$ cat src/rtl/rtc_alarm_pkg.sv
package rtc_alarm_pkg;
   typedef enum logic {
      ROUTE_SHARED = 1'b0,
      ROUTE_SPLIT  = 1'b1
   } route_e;

   localparam int unsigned NUM_ALARMS = 2;
endpackage

$ cat src/rtl/rtc_alarm_match.sv
module rtc_alarm_match #(
   parameter int unsigned FIELD_W    = 8,
   parameter int unsigned NUM_FIELDS = 4,
   parameter int unsigned MASK_BIT   = 7
) (
   input  logic [NUM_FIELDS*FIELD_W-1:0] cur,
   input  logic [NUM_FIELDS*FIELD_W-1:0] cfg,
   output logic                          hit
);
   localparam int unsigned CMP_W = MASK_BIT;

   if (MASK_BIT >= FIELD_W) begin : g_bad_mask
      $error("MASK_BIT must lie inside the field");
   end
   if (NUM_FIELDS < 1) begin : g_bad_fields
      $error("NUM_FIELDS must be at least 1");
   end

   logic [NUM_FIELDS-1:0] field_ok;

   for (genvar f = 0; f < NUM_FIELDS; f++) begin : g_field
      logic [FIELD_W-1:0] c_f, a_f;
      assign c_f = cur[f*FIELD_W +: FIELD_W];
      assign a_f = cfg[f*FIELD_W +: FIELD_W];
      assign field_ok[f] = a_f[MASK_BIT] | (a_f[CMP_W-1:0] == c_f[CMP_W-1:0]);
   end

   assign hit = &field_ok;
endmodule

$ cat src/rtl/rtc_alarm_flag.sv
module rtc_alarm_flag (
   input  logic clk,
   input  logic rst_n,
   input  logic set,
   input  logic clr,
   output logic flag
);
   always_ff @(posedge clk) begin
      if (!rst_n)      flag <= 1'b0;
      else if (set)    flag <= 1'b1;
      else if (clr)    flag <= 1'b0;
   end

   assert_set_R2: assert property (@(posedge clk) disable iff (!rst_n)
      set |=> flag);
   assert_set_wins_R7: assert property (@(posedge clk) disable iff (!rst_n)
      (set && clr) |=> flag);
   assert_clear_R5: assert property (@(posedge clk) disable iff (!rst_n)
      (clr && !set) |=> !flag);
   assert_no_spurious_R3: assert property (@(posedge clk) disable iff (!rst_n)
      !set |=> !$rose(flag));
endmodule

$ cat src/rtl/rtc_alarm_route.sv
module rtc_alarm_route
   import rtc_alarm_pkg::*;
(
   input  logic                  clk,
   input  logic                  rst_n,
   input  logic [NUM_ALARMS-1:0] flags,
   input  logic [NUM_ALARMS-1:0] en,
   input  route_e                route,
   output logic                  irq0_n,
   output logic                  irq1_n
);
   logic [NUM_ALARMS-1:0] live;
   assign live = flags & en;

   always_comb begin
      irq0_n = 1'b1;
      irq1_n = 1'b1;
      if (live[0]) irq0_n = 1'b0;
      if (live[1]) begin
         if (route == ROUTE_SPLIT) irq1_n = 1'b0;
         else                      irq0_n = 1'b0;
      end
   end

   assert_shared_idle_R9: assert property (@(posedge clk) disable iff (!rst_n)
      (route == ROUTE_SHARED) |-> irq1_n);
   assert_a0_drives_R8: assert property (@(posedge clk) disable iff (!rst_n)
      (flags[0] && en[0]) |-> !irq0_n);
   assert_masked_quiet_R10: assert property (@(posedge clk) disable iff (!rst_n)
      (en == '0) |-> (irq0_n && irq1_n));
endmodule

$ cat src/rtl/rtc_alarm_irq.sv
module rtc_alarm_irq
   import rtc_alarm_pkg::*;
#(
   parameter int unsigned FIELD_W    = 8,
   parameter int unsigned NUM_FIELDS = 4,
   parameter int unsigned MASK_BIT   = 7,
   localparam int unsigned BANK_W    = FIELD_W * NUM_FIELDS
) (
   input  logic              clk,
   input  logic              rst_n,
   input  logic              sec_tick,
   input  logic [BANK_W-1:0] cur_time,
   input  logic [BANK_W-1:0] alm0_cfg,
   input  logic [BANK_W-1:0] alm1_cfg,
   input  logic [1:0]        irq_en,
   input  logic              route_split,
   input  logic [1:0]        bank_rd,
   input  logic              stat_wr,
   input  logic [1:0]        stat_wdata,
   output logic [1:0]        flags,
   output logic              irq0_n,
   output logic              irq1_n
);
   logic [BANK_W-1:0]     bank_cfg [NUM_ALARMS];
   logic [NUM_ALARMS-1:0] hit, set_ev, clr_ev;

   assign bank_cfg[0] = alm0_cfg;
   assign bank_cfg[1] = alm1_cfg;

   for (genvar i = 0; i < NUM_ALARMS; i++) begin : g_alarm
      rtc_alarm_match #(
         .FIELD_W   (FIELD_W),
         .NUM_FIELDS(NUM_FIELDS),
         .MASK_BIT  (MASK_BIT)
      ) u_match (
         .cur(cur_time),
         .cfg(bank_cfg[i]),
         .hit(hit[i])
      );

      assign set_ev[i] = sec_tick & hit[i];
      assign clr_ev[i] = bank_rd[i] | (stat_wr & ~stat_wdata[i]);

      rtc_alarm_flag u_flag (
         .clk  (clk),
         .rst_n(rst_n),
         .set  (set_ev[i]),
         .clr  (clr_ev[i]),
         .flag (flags[i])
      );
   end

   rtc_alarm_route u_route (
      .clk   (clk),
      .rst_n (rst_n),
      .flags (flags),
      .en    (irq_en),
      .route (route_e'(route_split)),
      .irq0_n(irq0_n),
      .irq1_n(irq1_n)
   );

   assert_split_line1_R9: assert property (@(posedge clk) disable iff (!rst_n)
      (route_split && flags[1] && irq_en[1]) |-> !irq1_n);
   assert_rd_other_kept_R5: assert property (@(posedge clk) disable iff (!rst_n)
      (bank_rd == 2'b01 && !stat_wr && flags[1]) |=> flags[1]);
endmodule

$ cat config.mk
export PLATFORM = sky130hd
export DESIGN_NAME = rtc_alarm_irq
export DESIGN_NICKNAME = d
export VERILOG_FILES = /design/src/rtl/rtc_alarm_pkg.sv /design/src/rtl/rtc_alarm_match.sv /design/src/rtl/rtc_alarm_flag.sv /design/src/rtl/rtc_alarm_route.sv /design/src/rtl/rtc_alarm_irq.sv
export SDC_FILE = /design/constraint.sdc
export NUM_CORES = 1
export LEC_CHECK = 0
export ABC_AREA = 1
export ABC_CLOCK_PERIOD_IN_PS = 3420
export BUFFER_PORTS_ARGS = -buffer_cell sky130_fd_sc_hd__buf_2
export CORE_MARGIN = 4
export CORE_UTILIZATION = 40
export DETAILED_ROUTE_END_ITERATION = 12
export GPL_ROUTABILITY_DRIVEN = 0
export GPL_TIMING_DRIVEN = 0
export PLACE_DENSITY = 0.93
export SLEW_MARGIN = 10
export SYNTH_ARGS = -nofsm -noshare
export SYNTH_HDL_FRONTEND = slang
export SYNTH_HIERARCHICAL = 1
export SYNTH_SLANG_ARGS = --single-unit
$ cat constraint.sdc
create_clock -name clk -period 3.42 [get_ports clk]
set_clock_uncertainty 0.2 [all_clocks]
set_input_delay 1.026 -clock clk [delete_from_list [all_inputs] [get_ports clk]]
set_output_delay 1.026 -clock clk [all_outputs]
set_load 0.02 [all_outputs]
# Yosys cells after proc, flatten, opt, wreduce, memory -nomap -nowiden
# Index checks and enable logic that the tools add are counted.
[classes] eq_ne=8 n_mux=9 bitwise=17 reduce_logical=4
[op_table] cell="$eq A7 B7 Y1" n=8
[op_table] cell="$or A1 B1 Y1" n=10
[op_table] cell="$mux W1" n=9
[op_table] cell="$reduce_and A4 Y1" n=2
[op_table] cell="$and A1 B1 Y1" n=4
[op_table] cell="$reduce_bool A2 Y1" n=2
[op_table] cell="$and A2 B2 Y2" n=1
[op_table] cell="$not A1 Y1" n=2
[word_totals] ff_bits=2 in_bits=107 out_inout_bits=4 word_cells=40

# Logic depth before layout (Yosys ltp)
[logic_depth] depth_word=5 mapped_depth=13 ltp_nobuf=13

# Modules after synthesis
# Netlist, hierarchy kept.
[modules_own_cells] module="rtc_alarm_match" instances=2 cells_each=116 area_each_um2=514.2 seq_area_each_um2=0.0
[modules_own_cells] module="rtc_alarm_flag" instances=2 cells_each=6 area_each_um2=43.8 seq_area_each_um2=20.0
[modules_own_cells] module="rtc_alarm_irq" instances=1 cells_each=12 area_each_um2=45.0 seq_area_each_um2=0.0
[modules_own_cells] module="rtc_alarm_route" instances=1 cells_each=6 area_each_um2=23.8 seq_area_each_um2=0.0

# Worst setup path after synthesis
# No wires, ideal clock.
[synth_timing] kind="input to output" start="input irq_en[0]" end="output irq0_n" arrival_time_ps=1392 required_time_ps=2194 setup_slack_ps=802 path_stages=3 n_path_buf=0 cell_sequence="nand2_1 inv_1 nor2_1"
[synth_between] elab_chain_cells=4
[synth_rtl] item="from (decl)" line_no="rtc_alarm_irq.sv:15" source="input logic [1:0] irq_en,"
[synth_rtl] item="$and A2 B2 Y2 (*)" line_no="rtc_alarm_route.sv:13" source="assign live = flags & en;"
[synth_rtl] item="$mux W1 (*)" line_no="rtc_alarm_route.sv:18" source="if (live[0]) irq0_n = 1'b0;"
[synth_rtl] item="$mux W1" line_no="rtc_alarm_route.sv:20" source="if (route == ROUTE_SPLIT) irq1_n = 1'b0;"
[synth_rtl] item="$mux W1 (*)" line_no="rtc_alarm_route.sv:19" source="if (live[1]) begin"
[synth_rtl] item="to (decl)" line_no="rtc_alarm_irq.sv:21" source="output logic irq0_n,"
# Mark *: on every way between the ends. The rest lies on a longest branch, timed or not.

# Worst setup path in the final report
[layout_timing] start="input irq_en[1]" end="output irq0_n"
[layout_between] elab_chain_cells=2
[layout_rtl] item="$and A2 B2 Y2" line_no="rtc_alarm_route.sv:13"
[layout_rtl] item="$mux W1" line_no="rtc_alarm_route.sv:19"
# No other way between the ends.

==> results.md <==
Critical path
- **startpoint of the most critical register-to-register path** g_alarm[1].u_flag/flag
- **Data required, critical path** 2190 ps
- **launch point of the critical path** irq_en[1]
- **kind of critical path** in -> out
- **Max FO, Critical Path** 2
- **CP delay by family, top** buffers and inverters
- **delay of the slowest cell on the worst path** 160 ps
- **standard cell with the maximum stage delay on the critical path** sky130_fd_sc_hd__buf_2
- **worst path bufs/invs** 2
- **type of element launching the critical path** input port
- **arrival time of the worst setup path** 1440 ps
- **crit path capture type** output pin
- **crit-path cells** buf_2, nand2_1, nor2_1, nor2_1, buf_2

Detailed routing
- **first-iteration detailed-routing DRC count** 47
- **final WL** 3270 um
- **wire length per cell after detailed routing** 8.13 um
- **via count** 1678
- **residual antenna-violating net count after detailed routing** 0
- **TritonRoute pass-1 iters** 4
- **Post-route DRC** 0
- **Via-to-Cell Ratio** 4.17

Yosys
- **mux share of post-synthesis cell area** 0%
- **Post-Syn Nets** 369
- **top cell type's share of synthesized area** 41.2%
- **cell types occupying the most area after synthesis** sky130_fd_sc_hd__nand2_1 41%, sky130_fd_sc_hd__inv_1 24%, sky130_fd_sc_hd__xnor2_1 16%
- **Yosys Warn Count** 6
- **Seq/Total Area, Yosys** 3.38%
- **XOR/XNOR Fraction of Synth Area** 20.7%
- **post-synthesis adder-cell area fraction** 0%
- **register bit total from synthesis** 2
- **fraction of the mapped netlist area in compound gates** 3.38%
- **cell accounting for the most synthesized area** sky130_fd_sc_hd__nand2_1
- **Cells after Synth** 262
- **Simple-Gate Fraction of Synth Area** 48.8%
- **post-synthesis area per instance** 4.52 sq um
- **count of unique library cells instantiated by Yosys** 9
- **Netlist Area Pre-Place** 1180 sq um
- **main combinational cell family by area after synthesis** simple AND/OR/NAND/NOR gates

GRT
- **first-pass GRT wire length** 5630 um
- **via count of the first global-routing pass** 1562
- **Overall Global Routing Usage** 17.0%
- **maximum number of pins on one net before global-route repair** 5
- **global-route congestion overflow total** 0
- **number of antenna violations at the first check in global routing** 0

CTS
- **hold-fix buffer count after cts** 0
- **buffer type at the clock tree root** sky130_fd_sc_hd__clkbuf_4
- **Setup Buffers After CTS** 0
- **number of sinks driven by the clock tree** 2
- **total number of H-tree levels** 1
- **Worst-Skew Late Latency** 230 ps
- **CTS tree** done
- **Worst-path clk slew** 30 ps
- **number of buffers created by CTS** 3
- **cells resized by post-CTS repair** 0
- **largest buffer count on any clock path** 2

Timing
- **hold violation total from the final report** 0
- **share of the clock period used by the worst path** 78.0%
- **max-slew violations** 0
- **final setup violating endpoints** 0
- **Period minus WS final** 2670 ps
- **Peak Freq** 375 MHz
- **setup repair after global routing missed its margin** false
- **Setup Total Neg Slack** 0 ps
- **relative slew slack** 90.0%
- **final critical-path setup slack** 751 ps
- **Worst Tran Pin Value** 150 ps

Floorplan
- **starting density of the core** 42.2%
- **die height** 62.4 um
- **chip width** 62.4 um
- **die area** 3900 sq um
- **ports placed on the boundary** 111
- **num rows** 19
- **CORE AREA** 2810 sq um

Place
- **Final HPWL DP** 3090 um
- **Post-Place Setup Slack** 748 ps
- **PortBufs** 106

Cells and area
- **Final nets** 480
- **fraction of layout cells with a size suffix above 1** 30.5%
- **area overhead of the layout relative to synthesis** 49.9%
- **total inserted antenna cells** 0
- **largest reg by FF count** g_alarm.u_flag/flag
- **max reg flops** 2
- **largest registers** g_alarm.u_flag/flag (2)

Power and ir drop
- **Leakage** 1.30 nW
- **maximum resistive drop on vdd** 0.0761 mV
- **power per cell area** 140 nW/um^2

Worst hold path
- **path category of the worst min-delay check** reg -> reg
- **startpoint of the most critical hold path** g_alarm[0].u_flag/flag

Run
- **# Max-Cap Violations** 0

Status
- **outcome** finished clean

per-stage QoR:
| step | instance area [sq um] | utilization, % | total power [mW] | hold slack (ps) | cells |
|---|---|---|---|---|---|
| finish | 1780 | 63.3 | 0.248 | 287 | 402 |
| global route | 1780 | 63.3 | 0.281 | 316 | 402 |
| CTS | 1780 | 63.3 | 0.253 | 293 | 402 |
| detailed placement | 1750 | 62.5 | 0.196 | 289 | 399 |
| global placement | 1750 | 62.5 | 0.190 | 276 | 399 |
| floorplan | 1180 | - | 0.111 | 355 | 262 |
final cells by class:
cell class | instances | area (sq um)
well taps | 31 | 38.8
fillers | 290 | 1030
flip-flops and latches | 2 | 40.0
clock buffers | 3 | 22.5
multi-input cells | 185 | 863
inverters | 75 | 282
repair buffers | 106 | 531
power by group:
group          total (mW)  leakage (nW)  internal (mW)  switching (mW)
registers          0.0241        0.0162         0.0239        0.000264
clock network      0.0533        0.0138         0.0388          0.0146
logic               0.171          1.27         0.0896          0.0809
total               0.248          1.30          0.152          0.0957
cells in the mapped netlist:
master                     count
sky130_fd_sc_hd__a21oi_2       2
sky130_fd_sc_hd__dfxtp_1       2
sky130_fd_sc_hd__inv_1        75
sky130_fd_sc_hd__nand2_1     130
sky130_fd_sc_hd__nand3_1       3
sky130_fd_sc_hd__nor2_1       20
sky130_fd_sc_hd__o21bai_2      2
sky130_fd_sc_hd__xnor2_1      22
sky130_fd_sc_hd__xor2_1        6
worst min-delay path: stages, from the launching register on:
cell and delay, ps:
sky130_fd_sc_hd__dfxtp_1 310, sky130_fd_sc_hd__nand2_1 80, sky130_fd_sc_hd__a21oi_2 40
worst paths after layout:
path	endpoint	slack [ps]	depth (start not counted)
max	irq0_n	750	5
min	g_alarm[0].u_flag/flag	290	2
max reg2reg	g_alarm[1].u_flag/flag	2620	2
min reg2reg	g_alarm[0].u_flag/flag	290	2
cells in the final DEF (no fill, tap or decap):
cell type                    n
sky130_fd_sc_hd__buf_2     106
sky130_fd_sc_hd__nor2_1     20
sky130_fd_sc_hd__inv_1      75
sky130_fd_sc_hd__nand2_1   130
sky130_fd_sc_hd__a21oi_2     2
sky130_fd_sc_hd__o21bai_2    2
sky130_fd_sc_hd__xor2_1      6
sky130_fd_sc_hd__dfxtp_1     2
sky130_fd_sc_hd__xnor2_1    22
sky130_fd_sc_hd__nand3_1     3
sky130_fd_sc_hd__clkbuf_4    3
logic make-up after synthesis:
group | count (synthesis)
compound gates | 4
xor+xnor | 28
buf+inv | 75
flops | 2
simple gates | 153
routing by layer:
layer	GRT usage (%)	vias up	wire [um]
li1	-	938	-
met1	16.2	668	1150
met2	34.2	66	1740
met3	4.50	6	325
met4	6.06	0	53
met5	0	-	0
Power figures use the tool's default switching activity.
